[config.mk]
export PLATFORM = sky130hd
export DESIGN_NAME = lockable_cfg_reg
export DESIGN_NICKNAME = d
export VERILOG_FILES = /design/src/rtl/lcr_pkg.sv /design/src/rtl/lcr_rst_sync.sv /design/src/rtl/lcr_fields.sv /design/src/rtl/lcr_lock_stat.sv /design/src/rtl/lockable_cfg_reg.sv
export SDC_FILE = /design/constraint.sdc
export NUM_CORES = 1
export LEC_CHECK = 0
export BUFFER_PORTS_ARGS = -buffer_cell sky130_fd_sc_hd__buf_2
export CORE_MARGIN = 2
export CORE_UTILIZATION = 45
export DETAILED_ROUTE_END_ITERATION = 8
export GPL_TIMING_DRIVEN = 0
export PLACE_DENSITY_LB_ADDON = 0.1
export SKIP_LAST_GASP = 1
export SLEW_MARGIN = 20
export SYNTH_ARGS = -nofsm -noshare
export SYNTH_HDL_FRONTEND = slang
export SYNTH_SLANG_ARGS = --single-unit
[constraint.sdc]
create_clock -name clk -period 1.2 [get_ports clk]
set_clock_uncertainty 0.2 [all_clocks]
set_input_delay 0.12 -clock clk [delete_from_list [all_inputs] [get_ports clk]]
set_output_delay 0.12 -clock clk [all_outputs]
set_load 0.01 [all_outputs]
[src/rtl/lcr_pkg.sv]
package lcr_pkg;
  localparam int THR_W = 4;
  localparam int TRK_W = 8;

  typedef struct packed {
    logic             en;
    logic [THR_W-1:0] thr;
    logic [TRK_W-1:0] trk;
  } cfg_t;

  localparam cfg_t CFG_DFLT = '{en: 1'b0, thr: '0, trk: '0};
endpackage

[src/rtl/lcr_rst_sync.sv]
module lcr_rst_sync #(
  parameter int STAGES = 2
) (
  input  logic clk,
  input  logic arst_n,
  output logic srst_n
);
  logic [STAGES-1:0] chain_q;
  logic [STAGES-1:0] chain_d;

  always_comb begin
    chain_d = {chain_q[STAGES-2:0], 1'b1};
  end

  always_ff @(posedge clk or negedge arst_n) begin
    if (!arst_n) chain_q <= '0;
    else         chain_q <= chain_d;
  end

  assign srst_n = chain_q[STAGES-1];
endmodule

[src/rtl/lcr_fields.sv]
module lcr_fields
  import lcr_pkg::*;
(
  input  logic clk,
  input  logic rst_n,
  input  logic sw_rst,
  input  logic lock_cur,
  input  logic wr_en,
  input  cfg_t wr_val,
  output cfg_t cfg_q
);
  cfg_t cfg_d;
  logic cfg_ce;

  // Software reset (unlocked) outranks a configure write.
  always_comb begin
    cfg_d  = cfg_q;
    cfg_ce = 1'b0;
    if (sw_rst && !lock_cur) begin
      cfg_d  = CFG_DFLT;
      cfg_ce = 1'b1;
    end else if (wr_en) begin
      cfg_d  = wr_val;
      cfg_ce = 1'b1;
    end
  end

  always_ff @(posedge clk or negedge rst_n) begin
    if (!rst_n)      cfg_q <= CFG_DFLT;
    else if (cfg_ce) cfg_q <= cfg_d;
  end
endmodule

[src/rtl/lcr_lock_stat.sv]
module lcr_lock_stat #(
  parameter int STAT_W   = 8,
  parameter int LOCK_POS = 4
) (
  input  logic              clk,
  input  logic              rst_n,
  input  logic              cmd_we,
  input  logic              cmd_val,
  output logic              lock_q,
  output logic              vld_q,
  output logic [STAT_W-1:0] byte_q
);
  logic              lock_d;
  logic [STAT_W-1:0] byte_d;

  always_comb begin
    lock_d = cmd_we ? cmd_val : lock_q;
  end

  for (genvar b = 0; b < STAT_W; b++) begin : g_stat
    if (b == LOCK_POS) begin : g_lock
      assign byte_d[b] = cmd_we & cmd_val;
    end else begin : g_zero
      assign byte_d[b] = 1'b0;
    end
  end

  always_ff @(posedge clk or negedge rst_n) begin
    if (!rst_n)      lock_q <= 1'b0;
    else if (cmd_we) lock_q <= lock_d;
  end

  always_ff @(posedge clk or negedge rst_n) begin
    if (!rst_n) begin
      vld_q  <= 1'b0;
      byte_q <= '0;
    end else begin
      vld_q  <= cmd_we;
      byte_q <= byte_d;
    end
  end
endmodule

[src/rtl/lockable_cfg_reg.sv]
module lockable_cfg_reg
  import lcr_pkg::*;
#(
  parameter int STAT_W      = 8,
  parameter int LOCK_POS    = 4,
  parameter int SYNC_STAGES = 2
) (
  input  logic              clk,
  input  logic              rst_n,
  input  logic              sw_rst,
  input  logic              cfg_we,
  input  logic              cfg_en_i,
  input  logic [THR_W-1:0]  cfg_thr_i,
  input  logic [TRK_W-1:0]  cfg_trk_i,
  input  logic              lock_we,
  input  logic              lock_val_i,
  output logic              fifo_en,
  output logic [THR_W-1:0]  fifo_thr,
  output logic [TRK_W-1:0]  precomp_trk,
  output logic              lock_q,
  output logic              stat_vld,
  output logic [STAT_W-1:0] stat_byte
);
  logic hw_rst_n;
  cfg_t wr_val;
  cfg_t cfg_cur;

  lcr_rst_sync #(.STAGES(SYNC_STAGES)) u_sync (
    .clk    (clk),
    .arst_n (rst_n),
    .srst_n (hw_rst_n)
  );

  assign wr_val = '{en: cfg_en_i, thr: cfg_thr_i, trk: cfg_trk_i};

  lcr_fields u_fields (
    .clk      (clk),
    .rst_n    (hw_rst_n),
    .sw_rst   (sw_rst),
    .lock_cur (lock_q),
    .wr_en    (cfg_we),
    .wr_val   (wr_val),
    .cfg_q    (cfg_cur)
  );

  lcr_lock_stat #(.STAT_W(STAT_W), .LOCK_POS(LOCK_POS)) u_lock (
    .clk     (clk),
    .rst_n   (hw_rst_n),
    .cmd_we  (lock_we),
    .cmd_val (lock_val_i),
    .lock_q  (lock_q),
    .vld_q   (stat_vld),
    .byte_q  (stat_byte)
  );

  assign fifo_en     = cfg_cur.en;
  assign fifo_thr    = cfg_cur.thr;
  assign precomp_trk = cfg_cur.trk;
endmodule

=== Word-level counts from Yosys, hierarchy flattened ===
Index checks and enable logic that the tools add are counted.
W data, S select, Z words.

* Word-level logic and storage cells: 16
* Output and inout bits: 23
* Flip-flop bits (word level): 18

* Mux-type cells: 4
* Reduce and logical (&&, ||, !) cells: 4
* Bitwise logic cells: 1

{| class="wikitable"
|+ Operators with widths
! kind !! count
|-
| $mux W13 || 2
|-
| $mux W1 || 2
|-
| $reduce_and A2 Y1 || 1
|-
| $reduce_bool A2 Y1 || 1
|-
| $and A1 B1 Y1 || 1
|-
| $logic_and A1 B1 Y1 || 1
|-
| $logic_not A1 Y1 || 1
|}

=== Depth between registers and ports, before layout ===
Gate-level depths: netlist (run 1).

* Depth in word-level cells: 4
* Gate-level depth with buffers: 4
* Gate-level depth less buffers: 2

=== Cells and area by module ===
Synthesis (run 1) repeated with hierarchy kept, for this count alone.

* Cells, all modules: 59
* Area total of the unflattened synthesis: 755.7 um2

{| class="wikitable"
|+ By module, submodules not included
! module !! times used !! cells each !! area each (um2)
|-
| lcr_fields || 1 || 43 || 548.0
|-
| lcr_lock_stat || 1 || 13 || 153.9
|-
| lcr_rst_sync || 1 || 3 || 53.8
|}

=== Worst setup path before layout (run 1) ===
No wires, ideal clock.

* Path kind: register -> register
* From: register u_lock.lock_q
* To: register u_fields.cfg_q[0] (netlist name)
* Slack: 41 ps
* Setup time: 118 ps
* Required time: 882 ps
* Stages on the path, launching flop included: 4
* Arrival time: 841 ps
* Period minus slack after synthesis: 1,159 ps
* Path through: dfrtp_1 nor2b_1 buf_4 nor2_1

* Cells in the longest elaborated chain, start to end: 4
* Elaborated cells between the ends (all ways): 6
* Classes of those cells: mux: 2; reduce/logical: 4

{| class="wikitable"
|+ RTL lines
! element !! line !! text
|-
| from (decl) || lcr_lock_stat.sv:9 || <nowiki>output logic lock_q,</nowiki>
|-
| from (signal assigned) || lcr_lock_stat.sv:30 || <nowiki>else if (cmd_we) lock_q <= lock_d;</nowiki>
|-
| $logic_not A1 Y1 * || lcr_fields.sv:19 || <nowiki>if (sw_rst && !lock_cur) begin</nowiki>
|-
| $logic_and A1 B1 Y1 * || lcr_fields.sv:19 ||
|-
| $reduce_bool A2 Y1 (no source line) / $mux W1 (equally long branches) || -- ||
|-
| $reduce_and A2 Y1 (no source line) || -- ||
|-
| to (signal assigned) || lcr_fields.sv:30 || <nowiki>else if (cfg_ce) cfg_q <= cfg_d;</nowiki>
|-
| to (decl) || lcr_fields.sv:10 || <nowiki>output cfg_t cfg_q</nowiki>
|}

Every way passes the cells marked *; elsewhere a longest branch is shown, timed or not.
A chain may end at the register's enable or synchronous reset.

=== Worst setup path in the final report (run 1) ===
* From: input port sw_rst
* To: register u_fields.cfg_q[11] (netlist name)

* Cells in the longest elaborated chain, start to end: 3
* Elaborated cells between the ends (all ways): 5
* Classes of those cells: mux: 2; reduce/logical: 3

{| class="wikitable"
|+ RTL lines
! element !! line !! text
|-
| from (decl) || lockable_cfg_reg.sv:10 || <nowiki>input logic sw_rst,</nowiki>
|-
| $logic_and A1 B1 Y1 * || lcr_fields.sv:19 ||
|-
| $reduce_bool A2 Y1 (no source line) / $mux W1 (equally long branches) || -- ||
|-
| $reduce_and A2 Y1 (no source line) || -- ||
|}

Marks and branches as above.

==> key figures, run 1 <==
Setup path
  • Buf/Inv on CP: 3
  • Data arrival, critical path: 1.16 ns
  • Reg2Reg Launch Point: u_lock.lock_q
  • Largest fanout on the critical path: 10
  • Flop-to-flop setup slack: 0.07 ns
  • Critical path launch point type: primary input
  • Max incr delay on CP: 0.53 ns
  • WP data required: 1.18 ns
  • Slowest-stage cell, CP: dlygate4sd3_1
  • R2R cell count: 3
  • Worst path top cell family by delay: buffers and inverters
  • RR Endpoint: u_fields.cfg_q[11]
  • Crit. End Element: register
  • Critical path class: in2reg
  • Crit path cell chain: buf_2 > dlygate4sd3_1 > nor2b_2 > buf_6 > nor2_1

Floorplanning
  • Die W: 44.9 um
  • Die area: 2010 um2
  • Initial Util: between 40% and 50%
  • # IOs: 42
  • Total core area: 1540 um2
  • Die height: 44.9 um
  • Num rows: 14

Global route
  • M3 GR Usage: about 6.0%
  • First-pass GRT wire length: 2400 um
  • Total grt overflow: 0
  • Initial antenna violation count: 0
  • Total global-route track usage: 17.4%
  • Met2 usage: 31.9%
  • Grt met1 use: 19.6%
  • Largest net degree at the start of global routing: 17
  • Vias in the first global route: 558
  • Most used routing layer: met2

Clock network
  • # clock sinks: 18
  • Num CTS Buffers: 3
  • H-tree levels: 1
  • Longest Clk Path Bufs: 2
  • Clock root buffer: clkbuf_4
  • Later-pin clock latency in the skew report: roughly 0.28 ns
  • CTS tree: done
  • # Post-CTS Setup Buffers: 0
  • Clock slew at reported path FFs: 0.10 ns

Power
  • Pwr Total: 1.35 mW
  • Worst vdd ir: between 0.0009 and 0.001 V
  • Power share of the combinational group: ~22%
  • PD cells: ~1100 nW/um2
  • Leakage power: 0.670 nW
  • Int Pwr: around 1.0 mW
  • Flop pwr share: 51.8%
  • Clock share of power: 26.6%
  • P_sw: 0.339 mW
  • Switching Fraction: 25.0%

Logic synthesis
  • Cells after Synth: 59
  • Share of the yosys chip area belonging to registers: roughly 60%
  • Yosys reg bits: 18
  • Syn. warnings: 0
  • Mean Syn Cell Area: 12.7 um2
  • Post-synth cell types: 10
  • Post-Syn Area: 752 um2
  • Dominant cells by area after synthesis: dfrtp_1 (60%), mux2i_1 (17%), buf_4 (8.0%)
  • Yosys top cell area share: 59.9%
  • Dominant cell type by area after synthesis: dfrtp_1

Place
  • PortBufs: 33
  • Routability cong.: 0.623
  • Dpl hpwl: between 1000 and 1500 um
  • Pre-CTS WS: -0.0186 ns

STA
  • Worst Tran Pin Value: 0.612 ns
  • Final hold violations: 0
  • Final count of negative-setup-slack endpoints: 0
  • Worst hold slack: roughly 0.026 ns
  • Post-route setup slack: 0.0225 ns
  • Setup TNS: 0 ns
  • Fin crit period: 1.18 ns
  • Tcrit/Tclk final: between 90% and 100%
  • Rel. slew slack: about three fifths
  • RSZ-0062 raised after global routing: true
  • Fin. max-slew vios: 0
  • Fmax achieved: 849 MHz

Worst hold path
  • Hold endpoint: u_fields.cfg_q[4]
  • Hold Path Cell Cnt: 4
  • Hold WC Path Type: in2reg
  • Worst Hold Launch: cfg_we

Run status
  • Status: finished clean

Final layout
  • Area Growth Syn to Fin: 59.9%
  • Multi-input logic area: between 200 and 250 um2
  • Diodes inserted: 0
  • Share of cells above drive strength 1: 40.2%
  • Post-layout util: 78.0%
  • Reg area: 450 um2
  • Filler cells: 115
  • Nets: 142

Route
  • Remaining DRCs: 0
  • Drt wl/cell: ~11 um
  • Routed Antenna Nets: 0
  • Vias/cell: 4.29
  • Total wire length: 1580 um
  • Detailed-route via count: 592
  • DR pass1 iterations: 4
  • First DRT Iteration DRCs: 10

Job
  • Max Cap Viol: 0
==> state kept, by name, indices dropped and copies added, names as in the netlist <==
signal          count
u_lock.vld_q        1
u_lock.byte_q       1
u_sync.chain_q      2
u_fields.cfg_q     13
u_lock.lock_q       1
==> per-stage QoR <==
step	std cells	cell area (um2)
after detailed placement	114	960
after floorplan	65	774
after global routing	138	1200
after CTS	137	1190
after global placement	114	960
final	138	1200
==> synth_stat cells <==
library cell,count
dfrtp_1,18
nor2_1,13
mux2i_1,13
buf_6,1
nor2b_1,1
mux2_2,1
buf_4,8
conb_1,2
and2_1,1
buf_12,1
==> kinds of logic (layout without fill, tap and decap cells) <==
logic type / after synthesis / in the layout / synth area share, %
buffers and inverters: 10 / 67 / 12.1
DFF: 18 / 18 / 59.9
muxes: 14 / 14 / 18.8
other: 2 / 8 / 0.999
and+or+nand+nor: 15 / 15 / 8.15
==> timing repair <==
item / in CTS / in global routing
hold buffers: 19 / 2
gates resized for setup: 1 / 1
setup endpoints to repair: 10 / 13
pin swaps: 0 / 0
endpoints found under the hold margin: 18 / 2
==> layer usage <==
metal  wire length (um)  share of wire, %
met1                617                39
met5                  0                 0
met3                143               9.1
met4                 11              0.70
met2                803                51
==> worst max path at each step <==
stage / start / end / cells after the start
2_1_floorplan: u_lock.lock_q / u_fields.cfg_q[0] / 3
3_3_place_gp: u_lock.lock_q / u_fields.cfg_q[7] / 3
3_5_place_dp: u_lock.lock_q / u_fields.cfg_q[11] / 3
4_1_cts: sw_rst / u_fields.cfg_q[6] / 5
5_1_grt: u_lock.lock_q / lock_q / 1
6_report: sw_rst / u_fields.cfg_q[11] / 5
==> power groups by stage <==
stage	Combinational, mW	Clock [mW]	Sequential [mW]
floorplan	0.112	0	0.737
global placement	0.233	0	0.708
detailed placement	0.241	0	0.712
CTS	0.289	0.371	0.701
global route	0.320	0.402	0.711
finish	0.293	0.359	0.700
==> worst register-to-register path, delay by kind of cell (launching register included) <==
family	cells	cell delay, ns
simple gates	2	0.25
flops	1	0.41
buf+inv	1	0.17
==> layout make-up <==
| type | count | share of cell area, % |
|---|---|---|
| Buffer | 10 | 7.91 |
| Clock buffer | 4 | 3.02 |
| Multi-Input combinational cell | 37 | 19.6 |
| Sequential cell | 18 | 37.5 |
| Tap cell | 16 | 1.66 |
| Timing Repair Buffer | 53 | 30.4 |
==> placed cells by master (no fill, tap or decap) <==
master / count
buf_12: 1
and2_1: 1
mux2i_1: 13
nor2b_2: 1
mux2_2: 1
dlygate4sd3_1: 20
buf_2: 33
clkbuf_8: 1
clkbuf_4: 3
dfrtp_1: 18
nor2_1: 13
conb_1: 8
buf_6: 2
buf_4: 7
(Power assumes the default switching activity.)
==> run 2, diff against run 1 <==
--- a/config.mk
+++ b/config.mk
@@ -5,7 +5,7 @@
 export SDC_FILE = /design/constraint.sdc
 export NUM_CORES = 1
 export LEC_CHECK = 0
-export BUFFER_PORTS_ARGS = -buffer_cell sky130_fd_sc_hd__buf_2
+export BUFFER_PORTS_ARGS = -buffer_cell sky130_fd_sc_hd__buf_4
 export CORE_MARGIN = 2
 export CORE_UTILIZATION = 45
 export DETAILED_ROUTE_END_ITERATION = 8
==> constraint.sdc (replaced) <==
create_clock -name clk -period 1.2 [get_ports clk]
set_clock_uncertainty 0.2 [all_clocks]
set_input_delay 0 -clock clk [delete_from_list [all_inputs] [get_ports clk]]
set_output_delay 0 -clock clk [all_outputs]
set_load 0.01 [all_outputs]
==> run 2 against run 1 <==
  * Final area up 6.5%
  * Register-to-register slack better by 0.02 ns
  * First-iteration DRC count down 50%
  * Sequential share of layout area down 2.3 points
  * Critical path depth down 2
  * Critical endpoint unchanged
  * Via count up 2.2%
  * Clock power up 2%
  * Non-clock buffer count down 1
  * Combinational power up 16%
==> key figures, run 2 (same netlist as run 1, synthesis figures left out) <==
Job
  • Max Cap Viol: 0 (unchanged)

Floorplanning
  • Num rows: 14 (unchanged)
  • Die W: 44.9 um (unchanged)
  • Die height: 44.9 um (unchanged)
  • Die area: 2010 um2 (unchanged)
  • # IOs: 42 (unchanged)
  • Total core area: 1540 um2 (unchanged)
  • Initial Util: 48.8% (unchanged)

Setup path
  • Largest fanout on the critical path: 10 (unchanged)
  • Critical path launch point type: register
  • WP data required: 1.19 ns (about the same)
  • Slowest-stage cell, CP: dfrtp_1
  • Critical path class: reg2reg
  • Buf/Inv on CP: 1 (-2)
  • Worst path top cell family by delay: flip-flops
  • Crit path cell chain: nor2b_4 > buf_6 > nor2_1
  • Max incr delay on CP: 0.44 ns (-0.09 ns)
  • Data arrival, critical path: 1.10 ns (-0.06 ns)
  • Crit. End Element: register

Final layout
  • Share of cells above drive strength 1: 40.5% (+0.33 points)
  • Top reg by flops: u_fields.cfg_q
  • Max FFs per register: 13 (unchanged)
  • Biggest regs: u_fields.cfg_q (13), u_sync.chain_q (2)
  • Commonest cells after routing, fill and taps aside: buf_4 (40), dlygate4sd3_1 (19), dfrtp_1 (18)
  • Diodes inserted: 0 (unchanged)
  • Finished Layout Cells: 137 (-0.72%)
  • Commonest non-fill, non-tap cell in the layout: buf_4
  • Nets: 141 (-0.70%)
  • Area Growth Syn to Fin: 70.2%

STA
  • Worst hold slack: 0.0512 ns (+0.0255 ns)
  • Fin. max-slew vios: 0 (unchanged)
  • Fin crit period: 1.11 ns (-0.0654 ns)
  • Fmax achieved: 899 MHz (+5.9%)
  • Final hold violations: 0 (unchanged)
  • RSZ-0062 raised after global routing: false
  • Rel. slew slack: 58.3% (-0.93 points)
  • Final count of negative-setup-slack endpoints: 0 (unchanged)
  • Tcrit/Tclk final: 92.7% (-5.5 points)
  • Worst Tran Pin Value: 0.626 ns (+0.0139 ns)

Route
  • Remaining DRCs: 0 (unchanged)
  • Routed Antenna Nets: 0 (unchanged)
  • DR pass1 iterations: 4 (unchanged)
  • Detailed-route via count: 605 (+2.2%)
  • Drt wl/cell: 12.0 um (+5.3%)
  • Vias/cell: 4.42 (+2.9%)
  • Total wire length: 1650 um (+4.5%)
  • First DRT Iteration DRCs: 5 (-5)

Power
  • Switching Fraction: 24.9% (-0.10 points)
  • Flop pwr share: 50.0% (-1.8 points)
  • Int Pwr: 1.06 mW (+4.3%)
  • Clock share of power: 25.9% (-0.7 points)
  • Leakage power: 0.692 nW (+3.4%)
  • PD cells: 1100 nW/um2 (-2.2%)
  • Worst vdd ir: 0.000850 V (-13%)
  • Power share of the combinational group: 24.1% (+2.4 points)
  • P_sw: 0.351 mW (+3.7%)

Clock network
  • CTS tree: done
  • Clock slew at reported path FFs: 0.10 ns (about the same)
  • H-tree levels: 1 (unchanged)
  • Num CTS Buffers: 3 (unchanged)
  • # clock sinks: 18 (unchanged)
  • Later-pin clock latency in the skew report: 0.28 ns (about the same)
  • Clock root buffer: clkbuf_4
  • Longest Clk Path Bufs: 2 (unchanged)

Global route
  • Initial antenna violation count: 0 (unchanged)
  • Vias in the first global route: 604 (+8.2%)
  • First-pass GRT wire length: 2710 um (+13%)
  • Total grt overflow: 0 (unchanged)
  • Largest net degree at the start of global routing: 17 (unchanged)
  • Total global-route track usage: 19.5% (+2.1 points)

Place
  • Placed Instances: 114 (unchanged)
  • PortBufs: 33 (unchanged)
  • Routability cong.: 0.620 (-0.37%)
  • Dpl hpwl: 1080 um (+4.5%)

Run status
  • Status: finished clean

Worst hold path
  • Hold WC Path Type: reg2async
-- run 2: changes by cell type in the layout (fill, tap and decap cells not counted) --
cell / previous run / this run
buf_2: 33 / 0
buf_4: 7 / 40
dlygate4sd3_1: 20 / 19
nor2b_2: 1 / 0
nor2b_4: 0 / 1
-- run 2: cell type report --
class                           count  area (um2)
Clock buffer                        4        36.3
Multi-Input combinational cell     37         240
Sequential cell                    18         450
Fill cell                          97         262
Buffer                             10        95.1
Timing Repair Buffer               52         438
Tap cell                           16        20.0
-- run 2: routing by layer --
| layer | vias up | wire (um) | part of all wire (%) | track usage, % |
|---|---|---|---|---|
| li1 | 298 | - | - | - |
| met2 | 23 | 916 | 56 | 35.1 |
| met4 | 0 | 7 | 0.43 | 8.82 |
| met3 | 2 | 101 | 6.1 | 2.40 |
| met5 | - | 0 | 0 | 0 |
| met1 | 282 | 622 | 38 | 23.3 |
-- run 2: timing repair --
action,CTS,global route
buffers inserted,0,0
resized for setup,1,2
endpoints found under the hold margin,18,0
hold buffers,19,0
endpoints found under the setup margin,10,10
cloned,0,0
-- run 2: through the flow --
stage / utilization [%] / worst slack, ns / power [mW] / TNS (ns) / area (um2)
floorplan: - / 0.0408 / 0.849 / 0 / 774
global placement: 67.6 / -0.0172 / 0.989 / -0.154 / 1040
detailed placement: 67.6 / -0.0240 / 0.998 / -0.197 / 1040
CTS: 82.5 / 0.0432 / 1.41 / 0 / 1270
global route: 83.0 / 0.0128 / 1.49 / 0 / 1280
finish: 83.0 / 0.0879 / 1.41 / 0 / 1280
-- run 2: final timing paths --
kind	startpoint	end	slack [ns]	cells after the start
min reg2reg	u_sync.chain_q[1]	u_fields.cfg_q[10]	0.05	0
min in group clk	u_sync.chain_q[0]	u_sync.chain_q[1]	0.16	0
max	u_lock.lock_q	u_fields.cfg_q[11]	0.09	3
max in group asynchronous	rst_n	u_sync.chain_q[1]	0.31	3
min	u_sync.chain_q[1]	u_fields.cfg_q[10]	0.05	0
max reg2reg	u_lock.lock_q	u_fields.cfg_q[11]	0.09	3
-- run 2: power groups by stage --
stage	clock, mW	combinational, mW	sequential, mW
final	0.365	0.340	0.704
after global routing	0.403	0.369	0.715
after CTS	0.376	0.334	0.703
after detailed placement	0	0.284	0.714
after global placement	0	0.277	0.711
after floorplan	0	0.112	0.737
